**config.mk**
```make
export PLATFORM = sky130hd
export DESIGN_NAME = timing_trigger_handler
export DESIGN_NICKNAME = d
export VERILOG_FILES = /design/src/rtl/th_pkg.sv /design/src/rtl/th_sync.sv /design/src/rtl/th_width.sv /design/src/rtl/th_timer.sv /design/src/rtl/timing_trigger_handler.sv
export SDC_FILE = /design/constraint.sdc
export NUM_CORES = 1
export LEC_CHECK = 0
export ABC_CLOCK_PERIOD_IN_PS = 1700
export CAP_MARGIN = 20
export CORE_ASPECT_RATIO = 1.4
export CORE_UTILIZATION = 45
export DETAILED_ROUTE_END_ITERATION = 8
export DONT_BUFFER_PORTS = 1
export PLACE_DENSITY = 0.72
export SLEW_MARGIN = 30
export SYNTH_ARGS = -nofsm -noshare
export SYNTH_HDL_FRONTEND = slang
export SYNTH_SLANG_ARGS = --single-unit
```
**constraint.sdc**
```tcl
create_clock -name clk -period 1.7 [get_ports clk]
set_input_delay 0.17 -clock clk [delete_from_list [all_inputs] [get_ports clk]]
set_output_delay 0.17 -clock clk [all_outputs]
set_load 0.02 [all_outputs]
```
**src/rtl/th_pkg.sv**
```systemverilog
// Shared types for the timing trigger handler.
// Assumes: status word positions are decoded by the trigger channel logic.
package th_pkg;
    typedef enum logic [1:0] {
        ST_IDLE     = 2'd0,
        ST_WAIT_MSG = 2'd1,
        ST_TIMEOUT  = 2'd2,
        ST_WAIT_REL = 2'd3
    } th_state_e;

    localparam int STAT_W      = 4;
    localparam int STAT_MISSING = 0;
    localparam int STAT_MULTI   = 1;
    localparam int STAT_LATE    = 2;
    localparam int STAT_SPIKE   = 3;
endpackage

```
**src/rtl/th_sync.sv**
```systemverilog
// Polarity select and synchroniser for the asynchronous timing wire.
// Inversion is applied before the first flop so that reset (all zero)
// always reads as "inactive" whatever the polarity setting.
// Assumes: trg_invert_i is quasi-static.
module th_sync #(
    parameter int STAGES = 2
) (
    input  logic clk,
    input  logic rst_n,
    input  logic raw_i,
    input  logic invert_i,
    output logic lvl_o
);
    logic [STAGES-1:0] pipe;

    // Shift the polarity-corrected wire through the flop chain.
    always_ff @(posedge clk) begin
        if (!rst_n) begin
            pipe <= '0;
        end else begin
            pipe <= {pipe[STAGES-2:0], raw_i ^ invert_i};
        end
    end

    assign lvl_o = pipe[STAGES-1];
endmodule

```
**src/rtl/th_width.sv**
```systemverilog
// Measures how long the synchronised timing level stays active.
// qual_o pulses once, in the cycle the active run reaches MIN_CYC cycles;
// spike_o pulses in the first inactive cycle after a run shorter than MIN_CYC.
// Assumes: MIN_CYC >= 2.
module th_width #(
    parameter int MIN_CYC = 5
) (
    input  logic clk,
    input  logic rst_n,
    input  logic lvl_i,
    output logic qual_o,
    output logic spike_o
);
    localparam int CW = $clog2(MIN_CYC + 1);
    localparam logic [CW-1:0] LAST = CW'(MIN_CYC - 1);
    localparam logic [CW-1:0] SAT  = CW'(MIN_CYC);

    logic [CW-1:0] run_cnt;

    // Count active cycles, saturating at the threshold, clear when inactive.
    always_ff @(posedge clk) begin
        if (!rst_n) begin
            run_cnt <= '0;
        end else if (!lvl_i) begin
            run_cnt <= '0;
        end else if (run_cnt != SAT) begin
            run_cnt <= run_cnt + CW'(1);
        end
    end

    assign qual_o  = lvl_i && (run_cnt == LAST);
    assign spike_o = !lvl_i && (run_cnt != '0) && (run_cnt < SAT);
endmodule

```
**src/rtl/th_timer.sv**
```systemverilog
// Message window timer: counts cycles while enabled, clears otherwise.
// expire_o is high in the LIMIT-th enabled cycle.
// Assumes: LIMIT >= 2.
module th_timer #(
    parameter int LIMIT = 625
) (
    input  logic clk,
    input  logic rst_n,
    input  logic en_i,
    output logic expire_o
);
    localparam int TW = $clog2(LIMIT);
    localparam logic [TW-1:0] END_VAL = TW'(LIMIT - 1);

    logic [TW-1:0] cnt;

    // Advance while waiting for the message, hold at the end value.
    always_ff @(posedge clk) begin
        if (!rst_n) begin
            cnt <= '0;
        end else if (!en_i) begin
            cnt <= '0;
        end else if (cnt != END_VAL) begin
            cnt <= cnt + TW'(1);
        end
    end

    assign expire_o = en_i && (cnt == END_VAL);
endmodule

```
**src/rtl/timing_trigger_handler.sv**
```systemverilog
// Endpoint trigger handler: pairs a qualified timing pulse with the later
// trigger message, strobes valid/invalid, flags spikes, extra pulses and
// late messages, and waits for the user release after every trigger.
// Assumes: msg_strobe_i and release_i are synchronous one-or-more-cycle
// strobes; trg_raw_i is fully asynchronous.
module timing_trigger_handler
    import th_pkg::*;
#(
    parameter int SYNC_STAGES     = 2,
    parameter int MIN_PULSE_CYC   = 5,
    parameter int MSG_TIMEOUT_CYC = 625
) (
    input  logic              clk,
    input  logic              rst_n,
    input  logic              trg_raw_i,
    input  logic              trg_invert_i,
    input  logic              msg_strobe_i,
    input  logic              release_i,
    output logic              valid_o,
    output logic              invalid_o,
    output logic              busy_o,
    output logic              multi_o,
    output logic              spike_o,
    output logic              timeout_o,
    output logic [STAT_W-1:0] status_o
);
    logic      trg_lvl;
    logic      pulse_ok;
    logic      pulse_short;
    logic      win_expire;
    th_state_e state, state_nx;

    logic valid_q, invalid_q, miss_q, multi_q, late_q, spike_q;
    logic valid_nx, invalid_nx, clr_flags, miss_set, multi_set, late_set;

    th_sync #(.STAGES(SYNC_STAGES)) u_sync (
        .clk      (clk),
        .rst_n    (rst_n),
        .raw_i    (trg_raw_i),
        .invert_i (trg_invert_i),
        .lvl_o    (trg_lvl)
    );

    th_width #(.MIN_CYC(MIN_PULSE_CYC)) u_width (
        .clk     (clk),
        .rst_n   (rst_n),
        .lvl_i   (trg_lvl),
        .qual_o  (pulse_ok),
        .spike_o (pulse_short)
    );

    th_timer #(.LIMIT(MSG_TIMEOUT_CYC)) u_timer (
        .clk      (clk),
        .rst_n    (rst_n),
        .en_i     (state == ST_WAIT_MSG),
        .expire_o (win_expire)
    );

    // Next-state and event decode; release outranks pulses in the same cycle.
    always_comb begin
        state_nx   = state;
        valid_nx   = 1'b0;
        invalid_nx = 1'b0;
        clr_flags  = 1'b0;
        miss_set   = 1'b0;
        multi_set  = 1'b0;
        late_set   = 1'b0;
        unique case (state)
            ST_IDLE: begin
                if (pulse_ok) begin
                    valid_nx = 1'b1;
                    state_nx = msg_strobe_i ? ST_WAIT_REL : ST_WAIT_MSG;
                end else if (msg_strobe_i) begin
                    invalid_nx = 1'b1;
                    miss_set   = 1'b1;
                    state_nx   = ST_WAIT_REL;
                end
            end
            ST_WAIT_MSG: begin
                multi_set = pulse_ok;
                if (msg_strobe_i) begin
                    state_nx = ST_WAIT_REL;
                end else if (win_expire) begin
                    late_set = 1'b1;
                    state_nx = ST_TIMEOUT;
                end
            end
            ST_TIMEOUT: begin
                if (release_i) begin
                    clr_flags = 1'b1;
                    state_nx  = ST_IDLE;
                end else begin
                    multi_set = pulse_ok;
                    if (msg_strobe_i) begin
                        state_nx = ST_WAIT_REL;
                    end
                end
            end
            ST_WAIT_REL: begin
                if (release_i) begin
                    clr_flags = 1'b1;
                    state_nx  = ST_IDLE;
                end else begin
                    multi_set = pulse_ok;
                end
            end
            default: state_nx = ST_IDLE;
        endcase
    end

    // State, strobes and sticky flags (a new event outranks a clear).
    always_ff @(posedge clk) begin
        if (!rst_n) begin
            state     <= ST_IDLE;
            valid_q   <= 1'b0;
            invalid_q <= 1'b0;
            miss_q    <= 1'b0;
            multi_q   <= 1'b0;
            late_q    <= 1'b0;
            spike_q   <= 1'b0;
        end else begin
            state     <= state_nx;
            valid_q   <= valid_nx;
            invalid_q <= invalid_nx;
            miss_q    <= (miss_q  & ~clr_flags) | miss_set;
            multi_q   <= (multi_q & ~clr_flags) | multi_set;
            late_q    <= (late_q  & ~clr_flags) | late_set;
            spike_q   <= (spike_q & ~clr_flags) | pulse_short;
        end
    end

    assign valid_o   = valid_q;
    assign invalid_o = invalid_q;
    assign busy_o    = (state != ST_IDLE);
    assign multi_o   = multi_q;
    assign spike_o   = spike_q;
    assign timeout_o = late_q;

    // Pack the status word for the trigger channel.
    always_comb begin
        status_o               = '0;
        status_o[STAT_MISSING] = miss_q;
        status_o[STAT_MULTI]   = multi_q;
        status_o[STAT_LATE]    = late_q;
        status_o[STAT_SPIKE]   = spike_q;
    end
endmodule

```
==> results of run 1 <==
-- routing by layer --
metal | vias up | share of wire, % | global-route usage [%]
li1 | 408 | - | -
met1 | 392 | 39 | 16.3
met2 | 11 | 55 | 31.4
met3 | 4 | 4.2 | 3.37
met4 | 0 | 1.6 | 8.04
met5 | - | 0 | 0
-- metrics by stage --
step | setup WS (ns) | hold slack, ns | cells | util [%] | power, W
after CTS | 0.195 | 0.00616 | 142 | 49.7 | 0.000884
after floorplan | 0.290 | 0.276 | 119 | - | 0.000624
final | 0.197 | 0.0133 | 142 | 49.7 | 0.000877
after global placement | 0.267 | 0.278 | 136 | 47.5 | 0.000627
after detailed placement | 0.211 | 0.281 | 136 | 47.5 | 0.000630
after global routing | 0.0753 | 0.0196 | 142 | 49.7 | 0.000907
-- logic make-up (layout without fill, tap and decap cells) --
kind of cell    after synthesis  in the layout  share of synthesized area [%]
compound gates               22             22                           12.5
xor+xnor                      4              4                           3.37
fa+ha+maj                     5              5                           6.01
buf+inv                      12             13                           5.77
flops                        23             23                           44.2
mux                           2              2                           2.04
simple gates                 51             51                           26.1
-- cell usage after synthesis (all sizes together) (2+ instances only) --
library cell   n
nand4          2
nor2          14
ha             5
buf            4
nand3          6
inv            7
nand2         12
nand3b         2
and2           2
o31ai          2
and3           2
a21oi          6
or3            4
xnor2          2
xor2           2
dfxtp         23
o21ai          8
-- worst min-delay path by stage --
stage	from	depth (start not counted)	slack, ns	end
floorplan	msg_strobe_i	1	0.28	timeout_o
finish	rst_n	2	0.01	spike_o
detailed placement	msg_strobe_i	1	0.28	timeout_o
global route	rst_n	2	0.02	spike_o
CTS	rst_n	2	0.006	spike_o
global placement	msg_strobe_i	1	0.28	timeout_o
-- critical path: cells and delay by family (launching register included) --
kind	cells	cell delay, ns
adders and majority gates	1	0.19
buffers and inverters	1	0.08
DFF	1	0.41
muxes	1	0.27
and+or+nand+nor	2	0.45
-- power groups by stage --
stage	Combinational, W	Sequential, W	Clock (W)
CTS	0.0000499	0.000573	0.000261
detailed placement	0.0000445	0.000585	0
finish	0.0000495	0.000573	0.000255
floorplan	0.0000468	0.000577	0
global route	0.0000555	0.000576	0.000276
global placement	0.0000422	0.000584	0
-- state kept, by name, indices dropped and copies added, names as in the netlist, 2 cells and up --
register,flops
u_timer.cnt,10
u_width.run_cnt,3
state,2
u_sync.pipe,2
-- area by class of cell --
class	instances	share of cell area, %
multi-input combinational	84	48.1
sequential	23	42.6
tap	22	2.55
clock buffer	4	2.43
inverter	7	2.43
timing repair buffer	2	1.85
==> results.json, run 1 <==
{
  "status": "completed",
  "worst_path_largest_cell_delay_ns": 0.41,
  "fin_skew_ns": 0.00578,
  "synth-edff-count": 0,
  "setup.worst_path.end_class": "flip-flop",
  "top_cells_by_area_synth": "dfxtp_1 44%, ha_1 6.0%, nor2_1 5.0%",
  "die_area_um2": 2510,
  "grt_max_degree": 13,
  "layout.cell_area.non_filler_um2": 1080,
  "numPortBuffers": 0,
  "crit_path_cell_trace": "inv_1, ha_1, and4bb_2, and3_1, mux2_2",
  "postSynthNetCount": 130,
  "fillers": 224,
  "clock_latency_reported_for_the_late_side_of_the_worst_skew_pair_ns": 0.31,
  "clock.fmax_mhz": 666,
  "cts_resized": 0,
  "post-route-period-util_pct": 88.4,
  "cts_max_level": 1,
  "reg2reg_slack_ns": 0.20,
  "critical_path.startpoint": "u_timer.cnt[0]",
  "max-vdd-ir-drop_uv": 515,
  "power-per-cell-area_nw_per_um2": 811,
  "gr-total-overflow": 0,
  "maxCapViolCount": 0,
  "first_pass_grt_wire_length_um": 3160,
  "cp_data_required_time_ns": 1.91,
  "slew_headroom_pct": 65.4,
  "ys_seq_area_share_pct": 44.2,
  "cts_tree": "done",
  "num_io_pins": 16,
  "internal_power_w": 0.000666,
  "drt_pre_antenna_iters": 4,
  "final_common_cell": "dfxtp_1",
  "rr_endpoint": "u_timer.cnt[0]",
  "gp_congestion": 0.774,
  "height_of_the_chip_um": 58.9,
  "tritoncts_num_sinks": 23,
  "site_row_count": 20,
  "totalNegativeSetupSlack_ns": 0,
  "slew_violations": 0,
  "synth_top_flop_cell": "dfxtp_1",
  "worstPathArrival_ns": 1.72,
  "critPathSlowestCell": "dfxtp_1",
  "rsz0062_at_grt": "no",
  "final-seq-area_um2": 460,
  "ys.warnings.count": 0,
  "comb_power_share_pct": 5.6,
  "number_of_buffers_on_the_longest_clock_path": 2,
  "final_layout_size_suffix_gt1_share_pct": 7.50,
  "hold_path_class": "in2reg",
  "placed_cell_area_um2": 1030,
  "hold_buffers": 2,
  "multi_input_area_um2": 520,
  "layout_common_cells": "23 x dfxtp_1, 14 x nor2_1, 12 x nand2_1, 8 x o21ai_0, 7 x inv_1",
  "ctsRootBufferMaster": "clkbuf_4",
  "power.share.sequential_pct": 65.3,
  "wirelength_um": 1910,
  "switching_part_of_the_total_pct": 24.1,
  "fraction_of_synthesis_flops_using_an_asynchronous_set_or_reset_pin_pct": 0,
  "hold_viol_final": 0,
  "clkTransAtPathRegs_ns": 0.12,
  "synth_cell_types": 36,
  "synth_top_area_share_pct": 44.2,
  "synthesis.area_um2": 1040,
  "drt-wirelength-per-cell_um": 13.5,
  "floorplan.initialDensity_pct": 47.8,
  "route.detailed.drc": 0,
  "slew_at_the_pin_closest_to_its_max_slew_limit_ns": 0.517,
  "post_detailed_route_count_of_antenna_violating_nets": 0,
  "grt.total_usage_pct": 16.4,
  "setup_viol": 0,
  "worstReg2RegStart": "u_timer.cnt[0]",
  "die_width_um": 42.7,
  "worst_setup_path_endpoint": "u_timer.cnt[0]",
  "synth_top_cell_by_area": "dfxtp_1",
  "pwr-share-clk_pct": 29.0,
  "area.growth.synth_to_final_pct": 3.85,
  "synth.avg_cell_area_um2": 8.75,
  "core_region_area_um2": 2180,
  "power_leakage_nw": 0.403,
  "number_of_cells_traversed_by_the_worst_register_to_register_path": 5,
  "critical_path.max_fanout": 5,
  "timing.setup.critical_path_class": "reg2reg",
  "synth_seq_cells": 23,
  "layout.nets": 132,
  "detail_route.vias_per_cell": 5.74,
  "first_global_vias": 788,
  "cts_made_buffers": 3,
  "detailed_place_hpwl_um": 1430,
  "p_sw_w": 0.000211,
  "antenna_cells": 0,
  "cp-start-kind": "flip-flop",
  "detailroute.via_count": 815,
  "drtIter0Drc": 8,
  "post_cts_setup_buffers": 0,
  "period_minus_slack_ns": 1.50,
  "cell_count_after_synthesis": 119,
  "grt_antenna_before_repair": 0
}
Power figures use the tool's default switching activity.
==> inputs of run 2 (changes only) <==
- ABC_CLOCK_PERIOD_IN_PS: 1700 -> 1400
- clock period: 1.7 -> 1.4 ns (I/O delays scaled with it)
==> results.json, run 2 (synthesis gave the netlist of run 1 again) <==
{
  "status": "completed",
  "drt-wirelength-per-cell_um": 14.1,
  "crit_family": "simple AND/OR/NAND/NOR gates",
  "fin_skew_ns": 0.00205,
  "setup.worst_path.end_class": "flip-flop",
  "layout.nets": 144,
  "clock_latency_reported_for_the_late_side_of_the_worst_skew_pair_ns": 0.31,
  "site_row_count": 20,
  "final_layout_size_suffix_gt1_share_pct": 23.5,
  "layout_common_cells": "20 x dfxtp_1, 14 x nor2_1, 12 x nand2_1, 10 x buf_4, 8 x o21ai_0",
  "grt_max_degree": 13,
  "die_area_um2": 2510,
  "grt.total_usage_pct": 18.5,
  "hold_path_class": "in2reg",
  "post_detailed_route_count_of_antenna_violating_nets": 0,
  "power_leakage_nw": 0.462,
  "largest_register_ff_count": 10,
  "worst_path_largest_cell_delay_ns": 0.55,
  "rsz0062_at_grt": "yes",
  "antenna_cells": 0,
  "gr-total-overflow": 0,
  "post-route-period-util_pct": 99.3,
  "fillers": 203,
  "power-per-cell-area_nw_per_um2": 885,
  "numPortBuffers": 0,
  "final_common_cell": "dfxtp_1",
  "die_width_um": 42.7,
  "floorplan.initialDensity_pct": 47.8,
  "detail_route.vias_per_cell": 5.81,
  "timing.setup.critical_path_class": "reg2reg",
  "gp_congestion": 0.727,
  "setup_viol": 0,
  "clock.fmax_mhz": 719,
  "slew_violations": 0,
  "drtIter0Drc": 30,
  "maxCapViolCount": 0,
  "height_of_the_chip_um": 58.9,
  "totalNegativeSetupSlack_ns": 0,
  "tritoncts_num_sinks": 23,
  "detailroute.via_count": 894,
  "clkTransAtPathRegs_ns": 0.12,
  "detailed_place_hpwl_um": 1460,
  "crit_path_cell_trace": "buf_6, nand4_1, or4_1, a21oi_1",
  "area.growth.synth_to_final_pct": 18.0,
  "cp_data_required_time_ns": 1.65,
  "first_global_vias": 889,
  "slew_headroom_pct": 71.1,
  "drt_pre_antenna_iters": 4,
  "hold_viol_final": 0,
  "cts_tree": "done",
  "ctsRootBufferMaster": "clkbuf_4",
  "cts_max_level": 1,
  "critPathBufInv": 1,
  "critPathSlowestCell": "or4_1",
  "cts_made_buffers": 3,
  "cp-start-kind": "flip-flop",
  "route.detailed.drc": 0,
  "post-place-cells": 140,
  "max-vdd-ir-drop_uv": 592,
  "critical_path.max_fanout": 4,
  "post-route-util_pct": 56.4,
  "wirelength_um": 2180,
  "num_io_pins": 16,
  "top_regs": "u_timer.cnt x10, u_width.run_cnt x3",
  "grt_antenna_before_repair": 0,
  "worstPathArrival_ns": 1.64,
  "placed_cell_area_um2": 1070,
  "period_minus_slack_ns": 1.39,
  "max_flop_register": "u_timer.cnt",
  "slew_at_the_pin_closest_to_its_max_slew_limit_ns": 0.432,
  "layout.cells.non_filler": 154,
  "layout.cell_area.non_filler_um2": 1230,
  "number_of_buffers_on_the_longest_clock_path": 2,
  "core_region_area_um2": 2180,
  "first_pass_grt_wire_length_um": 3550
}
-- run 2: area by class of cell --
| class | count | area, um^2 | area share (%) |
|---|---|---|---|
| clock buffers | 4 | 26.3 | 2.14 |
| inverters | 7 | 28.8 | 2.34 |
| multi-input cells | 84 | 561 | 45.6 |
| flip-flops and latches | 23 | 469 | 38.2 |
| well taps | 22 | 27.5 | 2.24 |
| repair buffers | 14 | 116 | 9.47 |
-- run 2: routing by layer --
metal	track usage [%]	vias up	wire length, um
li1	-	432	-
met1	17.2	434	780
met2	35.3	21	1250
met3	4.91	7	101
met4	10.7	0	48
met5	0	-	0
-- run 2: worst paths after layout --
check,startpoint,to,slack (ns),cells after the start
max,u_timer.cnt[0],u_timer.cnt[9],0.009,4
min,rst_n,invalid_o,0.02,1
max reg2reg,u_timer.cnt[0],u_timer.cnt[9],0.009,4
min reg2reg,u_sync.pipe[0],u_sync.pipe[1],0.46,1
-- run 2: report_power, final --
part | total (W) | internal (W) | leakage (nW) | switching [W]
logic | 0.0000876 | 0.0000440 | 0.258 | 0.0000436
clock network | 0.000308 | 0.000111 | 0.0150 | 0.000196
registers | 0.000691 | 0.000669 | 0.189 | 0.0000224
total | 0.00109 | 0.000824 | 0.462 | 0.000262
-- run 2: metrics by stage --
stage / worst slack (ns) / hold slack [ns] / total power (W)
2_1_floorplan: 0.0146 / 0.246 / 0.000758
3_3_place_gp: 0.0344 / 0.250 / 0.000767
3_5_place_dp: -0.0379 / 0.252 / 0.000772
4_1_cts: 0.00175 / 0.00128 / 0.00109
5_1_grt: -0.0829 / 0.0233 / 0.00113
6_report: 0.00915 / 0.0246 / 0.00109
-- run 2: repair_timing --
| item | CTS | global route |
|---|---|---|
| pin swaps | 1 | 4 |
| resized for setup | 7 | 10 |
| endpoints found under the setup margin | 2 | 5 |
| hold buffers | 2 | 1 |
| endpoints found under the hold margin | 6 | 1 |
| cloned | 0 | 0 |
| setup buffers | 5 | 2 |
